--- config.mk ---
export PLATFORM = sky130hd
export DESIGN_NAME = popcount_seq
export DESIGN_NICKNAME = d
export VERILOG_FILES = /design/src/rtl/popcount_pkg.sv /design/src/rtl/popcount_ctrl.sv /design/src/rtl/popcount_dp.sv /design/src/rtl/popcount_seq.sv
export SDC_FILE = /design/constraint.sdc
export NUM_CORES = 1
export LEC_CHECK = 0
export BUFFER_PORTS_ARGS = -buffer_cell sky130_fd_sc_hd__buf_4
export CORE_ASPECT_RATIO = 1.75
export CORE_UTILIZATION = 35
export CTS_BUF_LIST = sky130_fd_sc_hd__clkbuf_16
export CTS_CLUSTER_SIZE = 14
export DETAILED_ROUTE_END_ITERATION = 8
export REMOVE_ABC_BUFFERS = 1
export SETUP_SLACK_MARGIN = 0.3
export SLEW_MARGIN = 20
export SYNTH_ARGS = -nofsm -noshare
export SYNTH_HDL_FRONTEND = slang
export SYNTH_HIERARCHICAL = 1
export SYNTH_SLANG_ARGS = --single-unit
--- constraint.sdc ---
create_clock -name clk -period 1.7 [get_ports clk]
set_clock_uncertainty 0.05 [all_clocks]
set_input_delay 0.34 -clock clk [delete_from_list [all_inputs] [get_ports clk]]
set_output_delay 0.34 -clock clk [all_outputs]
set_load 0.02 [all_outputs]
--- src/rtl/popcount_pkg.sv ---
package popcount_pkg;
  // One-hot state bit positions
  localparam int ST_IDLE   = 0;
  localparam int ST_COUNT  = 1;
  localparam int ST_SHIFT  = 2;
  localparam int ST_SETTLE = 3;
  localparam int NUM_ST    = 4;

  typedef struct packed {
    logic load;
    logic count;
    logic shift;
  } pcStrobe_t;
endpackage

--- src/rtl/popcount_ctrl.sv ---
module popcount_ctrl
  import popcount_pkg::*;
(
  input  logic      clk,
  input  logic      rstN,
  input  logic      start,
  input  logic      allZero,
  input  logic      eBit,
  output pcStrobe_t strb,
  output logic      done
);
  logic [NUM_ST-1:0] st, stNext;
  logic doneReg;

  always_comb begin
    stNext[ST_IDLE]   = (st[ST_IDLE] & ~start) | (st[ST_COUNT] & allZero);
    stNext[ST_COUNT]  = (st[ST_SETTLE] & eBit) | (st[ST_IDLE] & start);
    stNext[ST_SHIFT]  = (st[ST_COUNT] & ~allZero) | (st[ST_SETTLE] & ~eBit);
    stNext[ST_SETTLE] = st[ST_SHIFT];
  end

  always_comb begin
    strb.load  = st[ST_IDLE] & start;
    strb.count = st[ST_COUNT];
    strb.shift = st[ST_SHIFT];
  end

  always_ff @(posedge clk) begin
    if (!rstN) begin
      st      <= NUM_ST'(1) << ST_IDLE;
      doneReg <= 1'b0;
    end else begin
      st <= stNext;
      if (strb.load)
        doneReg <= 1'b0;
      else if (st[ST_COUNT] & allZero)
        doneReg <= 1'b1;
    end
  end

  assign done = doneReg;


  onehot_state_chk: assert property (@(posedge clk) disable iff (!rstN)
    $countones(st) == 1);


  done_idle_chk: assert property (@(posedge clk) disable iff (!rstN)
    done |-> st[ST_IDLE]);


  done_hold_chk: assert property (@(posedge clk) disable iff (!rstN)
    (done && !start) |=> done);
endmodule

--- src/rtl/popcount_dp.sv ---
module popcount_dp
  import popcount_pkg::*;
#(
  parameter int WIDTH = 16,
  localparam int CNT_W = $clog2(WIDTH + 1)
) (
  input  logic             clk,
  input  logic             rstN,
  input  pcStrobe_t        strb,
  input  logic [WIDTH-1:0] dataIn,
  output logic             allZero,
  output logic             eBit,
  output logic [CNT_W-1:0] cnt
);
  logic [WIDTH-1:0] shReg;

  always_ff @(posedge clk) begin
    if (!rstN) begin
      shReg <= '0;
      eBit  <= 1'b0;
      cnt   <= '0;
    end else begin
      if (strb.load) begin
        shReg <= dataIn;
        cnt   <= '1;
      end else begin
        if (strb.shift) begin
          shReg <= shReg >> 1;
          eBit  <= shReg[0];
        end
        if (strb.count)
          cnt <= cnt + CNT_W'(1);
      end
    end
  end

  assign allZero = ~|shReg;


  load_preset_chk: assert property (@(posedge clk) disable iff (!rstN)
    strb.load |=> (cnt == '1) && (shReg == $past(dataIn)));


  count_step_chk: assert property (@(posedge clk) disable iff (!rstN)
    strb.count |=> cnt == ($past(cnt) + CNT_W'(1)));


  count_hold_chk: assert property (@(posedge clk) disable iff (!rstN)
    (!strb.load && !strb.count) |=> $stable(cnt));


  shift_gap_chk: assert property (@(posedge clk) disable iff (!rstN)
    strb.shift |=> !strb.shift);


  shift_capture_chk: assert property (@(posedge clk) disable iff (!rstN)
    strb.shift |=> (shReg == ($past(shReg) >> 1)) && (eBit == $past(shReg[0])));
endmodule

--- src/rtl/popcount_seq.sv ---
module popcount_seq
  import popcount_pkg::*;
#(
  parameter int WIDTH = 16,
  localparam int CNT_W = $clog2(WIDTH + 1)
) (
  input  logic             clk,
  input  logic             rstN,
  input  logic             start,
  input  logic [WIDTH-1:0] dataIn,
  output logic [CNT_W-1:0] result,
  output logic             done
);
  pcStrobe_t strb;
  logic allZero;
  logic eBit;

  popcount_ctrl uCtrl (
    .clk(clk), .rstN(rstN), .start(start), .allZero(allZero),
    .eBit(eBit), .strb(strb), .done(done)
  );

  popcount_dp #(.WIDTH(WIDTH)) uDp (
    .clk(clk), .rstN(rstN), .strb(strb), .dataIn(dataIn),
    .allZero(allZero), .eBit(eBit), .cnt(result)
  );
endmodule

# After elaboration in Yosys (flattened, before gate mapping)
# Index checks and enable logic that the tools add are counted.
# totals
reg_bits	27
output_inout_bits	6
# op_classes
add_sub_neg	1
muxes	4
n_reduce_logical	6
bitwise	13
# ops
op	n
16-bit 2-to-1 mux	2
16-bit OR reduction	1
5-bit 2-to-1 mux	2
1-bit bitwise AND	6
5-bit by 1-bit adder with 5-bit output (second input constant)	1
1-bit NOT	4
2-bit nonzero test	2
1-bit bitwise OR	3
2-bit AND reduction	1
2-bit OR reduction	1
1-bit logical NOT	1

# Logic depth before layout (Yosys ltp)
# Gate-level depths: netlist (run 1).
# depth
word_depth	4
depth_mapped	7
mapped_depth_nobuf	5

# By module
# Netlist (run 1), hierarchy kept.
# modules_own_cells
mod	seq_area_each_um2	area_per_inst_um2	n_inst	cells_each
popcount_dp	440.4	1073.5	1	115
popcount_ctrl	100.1	188.9	1	20

# Worst setup path before layout (run 1)
# No wires, ideal clock.
# synth_path
kind	reg2reg
startpoint	register uDp.cnt[0]
endpoint	register uDp.cnt[1]
setup_ps	115
synth_period_minus_slack_ps	1309
path_stages_with_launch	4
t_arrival_ps	1145
slack_ps	391
path_cell_list	dfxtp_1 -> ha_1 -> mux2_2 -> o21a_1
# synth_between
elab_chain_len	3
# synth_lines
item	line	text
start: declaration	popcount_dp.sv:13	output logic [CNT_W-1:0] cnt
start signal: assignment	popcount_dp.sv:32	cnt <= cnt + CNT_W'(1);
5-bit by 1-bit adder with 5-bit output	popcount_dp.sv:32	
5-bit 2-to-1 mux	popcount_dp.sv:31	if (strb.count)
5-bit 2-to-1 mux	popcount_dp.sv:23	if (strb.load) begin
# Every way passes these cells. The select of a mux whose other input is x is not followed.
# A chain may end at the register's enable or synchronous reset.

# Worst setup path in the final report (run 1)
# layout_path
startpoint	register uDp.shReg[13]
endpoint	register uCtrl.doneReg (netlist: uCtrl/done)
# layout_between
elab_chain_len	3
# layout_lines
item	line	text
start: declaration	popcount_dp.sv:15	logic [WIDTH-1:0] shReg;
start signal: assignment	popcount_dp.sv:24	shReg <= dataIn;
start signal: assignment	popcount_dp.sv:28	shReg <= shReg >> 1;
16-bit OR reduction	popcount_dp.sv:37	assign allZero = ~|shReg;
1-bit logical NOT	popcount_dp.sv:37	
via allZero	popcount_seq.sv:15	logic allZero;
1-bit bitwise AND	popcount_ctrl.sv:36	else if (st[ST_COUNT] & allZero)
end signal: assignment	popcount_ctrl.sv:31	doneReg <= 1'b0;
end signal: assignment	popcount_ctrl.sv:35	doneReg <= 1'b0;
end signal: assignment	popcount_ctrl.sv:37	doneReg <= 1'b1;
end: declaration	popcount_ctrl.sv:13	logic doneReg;
# The timed path passes the listed nets, and every way through them passes these cells.

==> results of run 1 <==
## critical path, delay by kind of cell, from the launching register on
kind / cells / cell delay [ns]
AO/OA/AOI/OAI: 1 / 0.08
flip-flops: 1 / 0.33
AND/OR/NAND/NOR: 3 / 0.77
## path summary, 6_finish.rpt
check / slack [ns] / end / depth (start not counted) / start
worst min-delay path: 0.28 / uDp/shReg[15] / 3 / dataIn[15]
worst max register to register: 0.43 / uCtrl/done / 4 / uDp/shReg[13]
worst min register to register: 0.41 / uCtrl/st[1] / 2 / uCtrl/st[3]
worst max-delay path: 0.43 / uCtrl/done / 4 / uDp/shReg[13]
## metrics by stage
stage                     power (uW)   util
after CTS                       1470  0.446
after global placement           941  0.423
final                           1450  0.448
after global routing            1520  0.448
after detailed placement         946  0.423
after floorplan                  852      -
## power by group
part	switching [uW]	internal, uW
sequential	36.4	675
clock	205	315
combinational	100	120
## cell families (layout without fill, tap and decap cells)
group | Yosys count | in the layout | synth area share
DFF | 27 | 27 | 0.428
adders and majority gates | 1 | 1 | 0.00991
and+or+nand+nor | 51 | 51 | 0.219
buffers and inverters | 11 | 32 | 0.0704
AOI/OAI and AO/OA | 24 | 24 | 0.109
muxes | 17 | 17 | 0.136
xor gates and xnor gates | 4 | 4 | 0.0278
## cells in the final DEF, fill, tap and decap left out, types with 2 or more instances in the layout
cell / count
nand4_1: 2
xnor2_1: 3
and2_1: 16
nand2b_1: 3
o21ai_0: 6
o21a_1: 5
buf_4: 27
nor2b_1: 3
dfxtp_1: 27
inv_1: 2
a21oi_1: 2
nand2_1: 19
nor4_1: 3
clkbuf_16: 3
mux2i_1: 16
o21ai_1: 9
a21boi_1: 2
## state kept, by name, indices dropped and copies added (netlist names)
register	flops
uCtrl/done	1
uDp/cnt	5
uCtrl/st	4
uDp/shReg	16
uDp/eBit	1
## per-layer routing
layer | vias up | track usage
met4 | 0 | 0.0943
met2 | 18 | 0.219
met5 | - | 0
li1 | 498 | -
met1 | 414 | 0.176
met3 | 4 | 0.0198
## layout make-up
cell class	count	area, um2	share of cell area
Clock buffer	3	75.1	0.0493
Inverter	1	3.75	0.00247
Timing Repair Buffer	27	203	0.133
Multi-Input combinational cell	97	639	0.420
Tap cell	45	56.3	0.0370
Clock inverter	1	3.75	0.00247
Sequential cell	27	541	0.355
## what timing repair did
action | in CTS | in global routing
endpoints found under the hold margin | 0 | 0
endpoints found under the setup margin | 0 | 1
gates resized for setup | 0 | 1
==> results.cfg, run 1 <==
[layout]
final_nets = 177
area_delta_synth_final_pct = 20.5
nFillCells = 354
diodes = 0
fin_cells = 201
final_cell_area_um2 = 1520
drive_gt1_frac = 0.205

[worst_setup_path]
cp_cell_sequence = nor4_1 > and4_1 > a21oi_1 > and3b_1
cp-end-kind = flip-flop
critPathMaxFanout = 3
cp_slowest_stage_delay_ns = 0.33
critPathKind = reg -> reg
worstPathArrival_ns = 1.42
cp_slowest_cell = dfxtp_1
required_ns = 1.86
worst_setup_path_start_kind = flip-flop

[die]
dieArea_um2 = 3860
core_um2 = 3400
die_x_um = 47.4
io_pins = 25
fp-row-count = 28
die_y_um = 81.5
start_util = 0.372

[detailed_routing]
wl_um = 2260
route.detailed.drc = 0
vias = 934
wl_met3_um = 71
wl_per_cell_um = 11.2
wl_met1_um = 1030
first_pass_iters = 4
via_per_inst = 4.65
postRouteAntennaNets = 0
routed.top_layer = met4
drt-initial-drc-count = 35
wl_met2_um = 1110

[sta]
slew_viol_final = 0
hold_viol = 0
setup_ws_ns = 0.434
fin_tns_setup_ns = 0
max-slew-margin-rel = 0.815
fin_crit_ns = 1.27
fin_crit_sh = 0.745
rsz0062_at_grt = no
timing.fmax_mhz = 790
setup_violations = 0
worst_pin_slew_ns = 0.277
holdWs_ns = 0.284

[clocking]
cts_setup_buffers = 0
clk_latency_ns = 0.26
cts_made_buffers = 3
clock_sinks = 27
cts_tree = yes
cts_buffer_depth = 2
path_clk_slew_ns = 0.07
cts_root_buffer = clkbuf_16
cts_max_level = 1
cts_hold_repair.buffers = 0

[pwr]
power_density_nw_per_um2 = 954
ir_drop_mv = 0.530
power_leakage_uw = 0.000609

[global_routing]
grt.overflow.total = 0
grt_pass1_vias = 873
antenna_found_initial = 0
grt_pass1_wl_um = 3880
grtUsageTotal = 0.142
grt_max_degree = 28

[outcome]
outcome = completed

[run]
drv_cap = 0

[place]
place_inst = 197
dp.final_hpwl_um = 1580
post-place-ws_ns = 0.388
gp_congestion = 0.777
io_buffers = 24
post_dp_cell_area_um2 = 1440

[logic_synthesis]
ys_ff_latch = 27
yosys.area.top_type = dfxtp_1
yosysWarningCount = 6
synth-seq-area-share = 0.428
yosysMostFrequentCell = dfxtp_1
synth_commonest_cells = dfxtp_1 (27), nand2_1 (19), and2_1 (16), mux2i_1 (16), o21ai_1 (9)
avgSynthCellArea_um2 = 9.35
synthFlopType = dfxtp_1
async_flop_share = 0
netlist_instances = 135
synth_cell_types = 28
synth-edff-count = 0
synth_top_area_share = 0.428
synthesis.area_um2 = 1260
synth_area_leaders = dfxtp_1 (43%), mux2i_1 (13%), and2_1 (7.9%)

[hold_path]
hp-class = in -> reg
No activity file was read; power rests on OpenSTA's default activity.
==> inputs of run 2 (changes only) <==
Settings changed: ABC_AREA from default to 1.
Clock period 1.7 ns to 1.15 ns, I/O delays scaled along.
==> run 2 against run 1 <==
  * The run now ends with setup timing left
  * First-iteration DRC count decreased by 51%
  * Combinational power grew to 2.9 times the previous value
  * Hold slack worse by 0.18 ns
  * Count of clock-buffer cells in the layout unchanged
  * Sequential share of layout area shrank 9.0 points
  * Setup slack worse by 0.44 ns
  * Sequential power is 49% higher
  * Die area rose by 9.4%
  * Critical path depth is 4 higher
  * Via count increased by 40%
  * Highest routed layer unchanged
==> results.cfg, run 2 <==
[global_routing]
grt_pass1_wl_um = 5470
grt.overflow.total = 0
grt_max_degree = 17
grtUsageTotal = 0.167
grt_pass1_vias = 1298
antenna_found_initial = 0

[clocking]
cts_root_buffer = clkbuf_16
clk_latency_ns = 0.26
path_clk_slew_ns = 0.07
cts_made_buffers = 3
cts_tree = yes
cts_max_level = 1
cts_hold_repair.buffers = 0
cts_buffer_depth = 2
clock_sinks = 27

[pwr]
power_leakage_uw = 0.00114
power_density_nw_per_um2 = 1190
power_uw = 2490
ir_drop_mv = 0.716

[place]
gp_congestion = 0.806
place_inst = 274
dp.final_hpwl_um = 2160
post-place-ws_ns = -0.0785
post_dp_cell_area_um2 = 1680
io_buffers = 24

[outcome]
outcome = finished, violations left
violations = setup timing

[layout]
diodes = 0
area_delta_synth_final_pct = 51.2
most-common-layout-cells = nand2_1 (48), buf_4 (34), inv_1 (27), nand2_2 (23), dfxtp_1 (17)
layout_commonest_cell = nand2_1
largest-register = uDp/shReg
reg_top3 = uDp/shReg: 16 flops, uDp/cnt: 5 flops, uCtrl/st: 4 flops
nFillCells = 361
largest_reg_flops = 16
drive_gt1_frac = 0.525
fin_cells = 286
final_cell_area_um2 = 2090
final_nets = 261

[logic_synthesis]
synth_commonest_cells = nand2_1 (69), inv_1 (29), dfxtp_1 (27), nor2_1 (12)
avgSynthCellArea_um2 = 7.14
netlist_instances = 194
synthesis.area_um2 = 1390
async_flop_share = 0
synth-edff-count = 0
yosys.area.top_type = dfxtp_1
synth_top_area_share = 0.390
synthFlopType = dfxtp_1
yosysWarningCount = 6
yosysMostFrequentCell = nand2_1
synth_cell_types = 25
synth-seq-area-share = 0.390
synth_area_leaders = dfxtp_1 (39%), nand2_1 (19%), inv_1 (7.9%)
ys_ff_latch = 27

[die]
core_um2 = 3700
die_x_um = 49.6
die_y_um = 85.2
io_pins = 25
start_util = 0.374
dieArea_um2 = 4220
fp-row-count = 29

[sta]
slew_viol_final = 0
fin_crit_ns = 1.15
max-slew-margin-rel = 0.840
hold_viol = 0
rsz0062_at_grt = yes
setup_ws_ns = -0.00349
timing.fmax_mhz = 867
fin_crit_sh = 1.00
setup_violations = 1
fin_tns_setup_ns = -0.00349
worst_pin_slew_ns = 0.240

[worst_setup_path]
cp_slowest_stage_delay_ns = 0.33
critPathKind = reg -> reg
cp-end-kind = flip-flop
cp_slowest_cell = dfxtp_2
crit_top_cell = nand2_1
reg2reg_slack_ns = -0.003
cp.buffers_inverters = 4
worst_setup_path_start_kind = flip-flop
critPathMaxFanout = 6
cp_cell_sequence = nand2_4 > inv_8 > buf_4 > buf_16 > nand2_1 > o211ai_1 > nand2_1 > inv_1
required_ns = 1.26
cpLargestDelayFamily = buffers and inverters
worstPathArrival_ns = 1.27

[detailed_routing]
wl_um = 3390
drt-initial-drc-count = 17
vias = 1305
via_per_inst = 4.56
route.detailed.drc = 0
postRouteAntennaNets = 0
first_pass_iters = 4
wl_per_cell_um = 11.9

[hold_path]
hp-class = in -> reg

[run]
drv_cap = 0
-- run 2: final timing paths --
path	from	endpoint	depth (start not counted)
hold / removal	start	uCtrl/st[0]	2
setup / recovery	uCtrl/st[0]	uDp/shReg[12]	8
hold reg to reg	uCtrl/st[3]	uCtrl/st[1]	2
setup reg to reg	uCtrl/st[0]	uDp/shReg[12]	8
-- run 2: per-stage QoR --
stage | utilization | hold slack [ns]
final | 0.566 | 0.107
after global routing | 0.566 | 0.127
after global placement | 0.455 | 0.361
after CTS | 0.523 | 0.104
after detailed placement | 0.455 | 0.364
after floorplan | - | 0.266
-- run 2: worst reg2reg max path, cell delays in order (launching register included) --
cell,delay (ns)
dfxtp_2,0.33
nand2_4,0.09
inv_8,0.05
buf_4,0.15
buf_16,0.13
nand2_1,0.06
o211ai_1,0.10
nand2_1,0.07
inv_1,0.03
-- run 2: where the power goes --
group	internal (uW)	total (uW)	switching [uW]
combinational	329	637	308
sequential	1000	1060	56.2
clock	469	791	321
-- run 2: timing repair --
item,CTS,global route
endpoints found under the setup margin,31,31
buffers inserted,5,1
cloned,1,1
resized for setup,39,38
pin swaps,5,15
-- run 2: per-layer routing --
| metal | vias to the layer above | share of wire | wire, um | GRT usage |
|---|---|---|---|---|
| li1 | 675 | - | - | - |
| met1 | 611 | 0.37 | 1270 | 0.172 |
| met2 | 14 | 0.59 | 2010 | 0.322 |
| met3 | 5 | 0.011 | 37 | 0.00538 |
| met4 | 0 | 0.022 | 74 | 0.0987 |
| met5 | - | 0 | 0 | 0 |
-- run 2: layout make-up --
cell class | count | area (um2) | area share
clock buffer | 3 | 75.1 | 0.0358
tap | 46 | 57.6 | 0.0275
multi-input combinational | 127 | 783 | 0.374
inverter | 32 | 140 | 0.0669
timing repair buffer | 50 | 478 | 0.228
clock inverter | 1 | 5.00 | 0.00239
sequential | 27 | 556 | 0.265
-- run 2: cell families (layout without fill, tap and decap cells) --
group,after synthesis,after routing,share of synthesized area
and+or+nand+nor,111,111,0.379
buffers and inverters,40,86,0.155
DFF,27,27,0.390
AOI/OAI and AO/OA,14,14,0.0596
adders and majority gates,1,1,0.00903
xor gates and xnor gates,1,1,0.00632
==> inputs of run 3 (changes only) <==
Settings changed: CORE_ASPECT_RATIO 1.75 to 1.5.
Clock period 1.15 ns to 1.5 ns, I/O delays scaled along.
==> run 3 against run 2 <==
  * Total power fell by 30%
  * Setup slack improved by 0.33 ns
  * Sequential cell count did not move
  * The run now ends clean
  * Critical endpoint is now uCtrl/st[2]
  * Sequential power fell by 23%
  * Via count fell by 10%
  * Combinational power fell by 52%
  * Utilization fell by 11 points
==> results.cfg, run 3 (synthesized netlist as in run 2, its figures left out) <==
[hold_path]
whs_endpoint = uCtrl/st[0]
worstHoldPathCells = 2
hold_path.startpoint = start
hp-class = in -> reg

[worst_setup_path]
worstPathArrival_ns = 1.28
worst_setup_path_start_kind = flip-flop
required_ns = 1.61
critPathKind = reg -> reg
reg2reg_depth = 6
reg2reg_slack_ns = 0.33
r2r_end = uCtrl/st[2]
cp-end-kind = flip-flop
regToRegStartpoint = uDp/shReg[12]
critPathMaxFanout = 3

[clocking]
clock_sinks = 27
cts_made_buffers = 3
path_clk_slew_ns = 0.07
cts_tree = yes
clk_latency_ns = 0.26
cts_root_buffer = clkbuf_16
cts_max_level = 1
cts_buffer_depth = 2
cts_hold_repair.buffers = 0

[sta]
setup_violations = 0
slew_viol_final = 0
max-slew-margin-rel = 0.827
fin_crit_ns = 1.17
fin_crit_sh = 0.782
worst_pin_slew_ns = 0.260
fin_tns_setup_ns = 0
timing.fmax_mhz = 852
hold_viol = 0
rsz0062_at_grt = yes

[layout]
diodes = 0
final_util = 0.452
drive_gt1_frac = 0.307
reg_top3 = uDp/shReg: 16 flops, uDp/cnt: 5 flops, uCtrl/st: 4 flops
layout_commonest_cell = nand2_1
largest-register = uDp/shReg
most-common-layout-cells = nand2_1 (68), inv_1 (28), buf_4 (27), dfxtp_1 (21), nor2_1 (11)
final_nets = 239
area_delta_synth_final_pct = 21.2
largest_reg_flops = 16

[die]
fp-row-count = 27
die_x_um = 53.4
dieArea_um2 = 4220
die_y_um = 79.0
io_pins = 25
core_um2 = 3720
start_util = 0.373

[place]
dp.final_hpwl_um = 1960
io_buffers = 24
gp_congestion = 0.739

[global_routing]
grt_pass1_wl_um = 4640
antenna_found_initial = 0
grtUsageTotal = 0.145
grt_pass1_vias = 1119
grt_max_degree = 25
grt.overflow.total = 0

[detailed_routing]
route.detailed.drc = 0
first_pass_iters = 4
wl_um = 2690
postRouteAntennaNets = 0
wl_per_cell_um = 10.3
via_per_inst = 4.49
vias = 1173
drt-initial-drc-count = 33

[outcome]
outcome = completed

[pwr]
ir_drop_mv = 0.675
power_frac_comb = 0.177
clkPwrFrac = 0.354
switchingPower_uw = 460
internal_power_uw = 1270
power_leakage_uw = 0.000908
power_density_nw_per_um2 = 1030
pwr-share-seq = 0.469
p_sw_frac = 0.266

[run]
drv_cap = 0
[run 3: cell count changes in the layout (fill, tap and decap cells not counted), sizes merged]
| cell | previous run | this run |
|---|---|---|
| buf | 49 | 28 |
| clkbuf | 4 | 3 |
[run 3: final cells by class]
type | instances | area (um2)
Fill cell | 410 | 2040
Multi-Input combinational cell | 127 | 639
Sequential cell | 27 | 551
Timing Repair Buffer | 28 | 223
Inverter | 32 | 133
Clock buffer | 3 | 75.1
Tap cell | 43 | 53.8
Clock inverter | 1 | 5.00
[run 3: worst max-delay path by stage]
stage | startpoint | end | slack, ns | depth (start not counted)
after detailed placement | start | uDp/shReg[13] | 0.08 | 8
after global placement | start | uDp/shReg[13] | 0.11 | 8
after CTS | uCtrl/st[0] | uDp/shReg[7] | 0.30 | 9
after global routing | uDp/shReg[12] | uCtrl/st[2] | 0.25 | 6
final | uDp/shReg[12] | uCtrl/st[2] | 0.33 | 6
after floorplan | uCtrl/st[0] | uDp/shReg[5] | 0.16 | 9
[run 3: metrics by stage]
| stage | power, uW | cells | cell area (um2) | setup slack [ns] | hold slack, ns |
|---|---|---|---|---|---|
| 2_1_floorplan | 999 | 186 | 1300 | 0.158 | 0.336 |
| 3_3_place_gp | 1110 | 256 | 1550 | 0.106 | 0.392 |
| 3_5_place_dp | 1120 | 256 | 1550 | 0.0812 | 0.395 |
| 4_1_cts | 1740 | 261 | 1660 | 0.301 | 0.162 |
| 5_1_grt | 1810 | 261 | 1680 | 0.251 | 0.165 |
| 6_report | 1730 | 261 | 1680 | 0.327 | 0.163 |
[run 3: timing repair]
item,CTS,global route
setup buffers,1,0
resized for setup,2,11
pin swaps,1,5
setup endpoints to repair,19,22
[run 3: power groups by stage]
stage	registers, uW	clock network (uW)	logic [uW]
after floorplan	834	0	165
after global placement	825	0	286
after detailed placement	826	0	289
after CTS	810	626	307
after global routing	818	650	347
final	812	612	306
[run 3: routing by layer]
layer	GRT usage	vias up	wire length (um)
met5	0	-	0
met2	0.261	14	1420
met1	0.164	523	1160
met4	0.0553	0	48
met3	0.0172	4	64
li1	-	632	-
[run 3: worst max-delay path: stages (launching register included)]
cell,delay (ns)
dfxtp_2,0.34
nor3_2,0.17
nand4_1,0.14
nor2_2,0.20
inv_1,0.06
nand2_1,0.07
a21oi_2,0.05
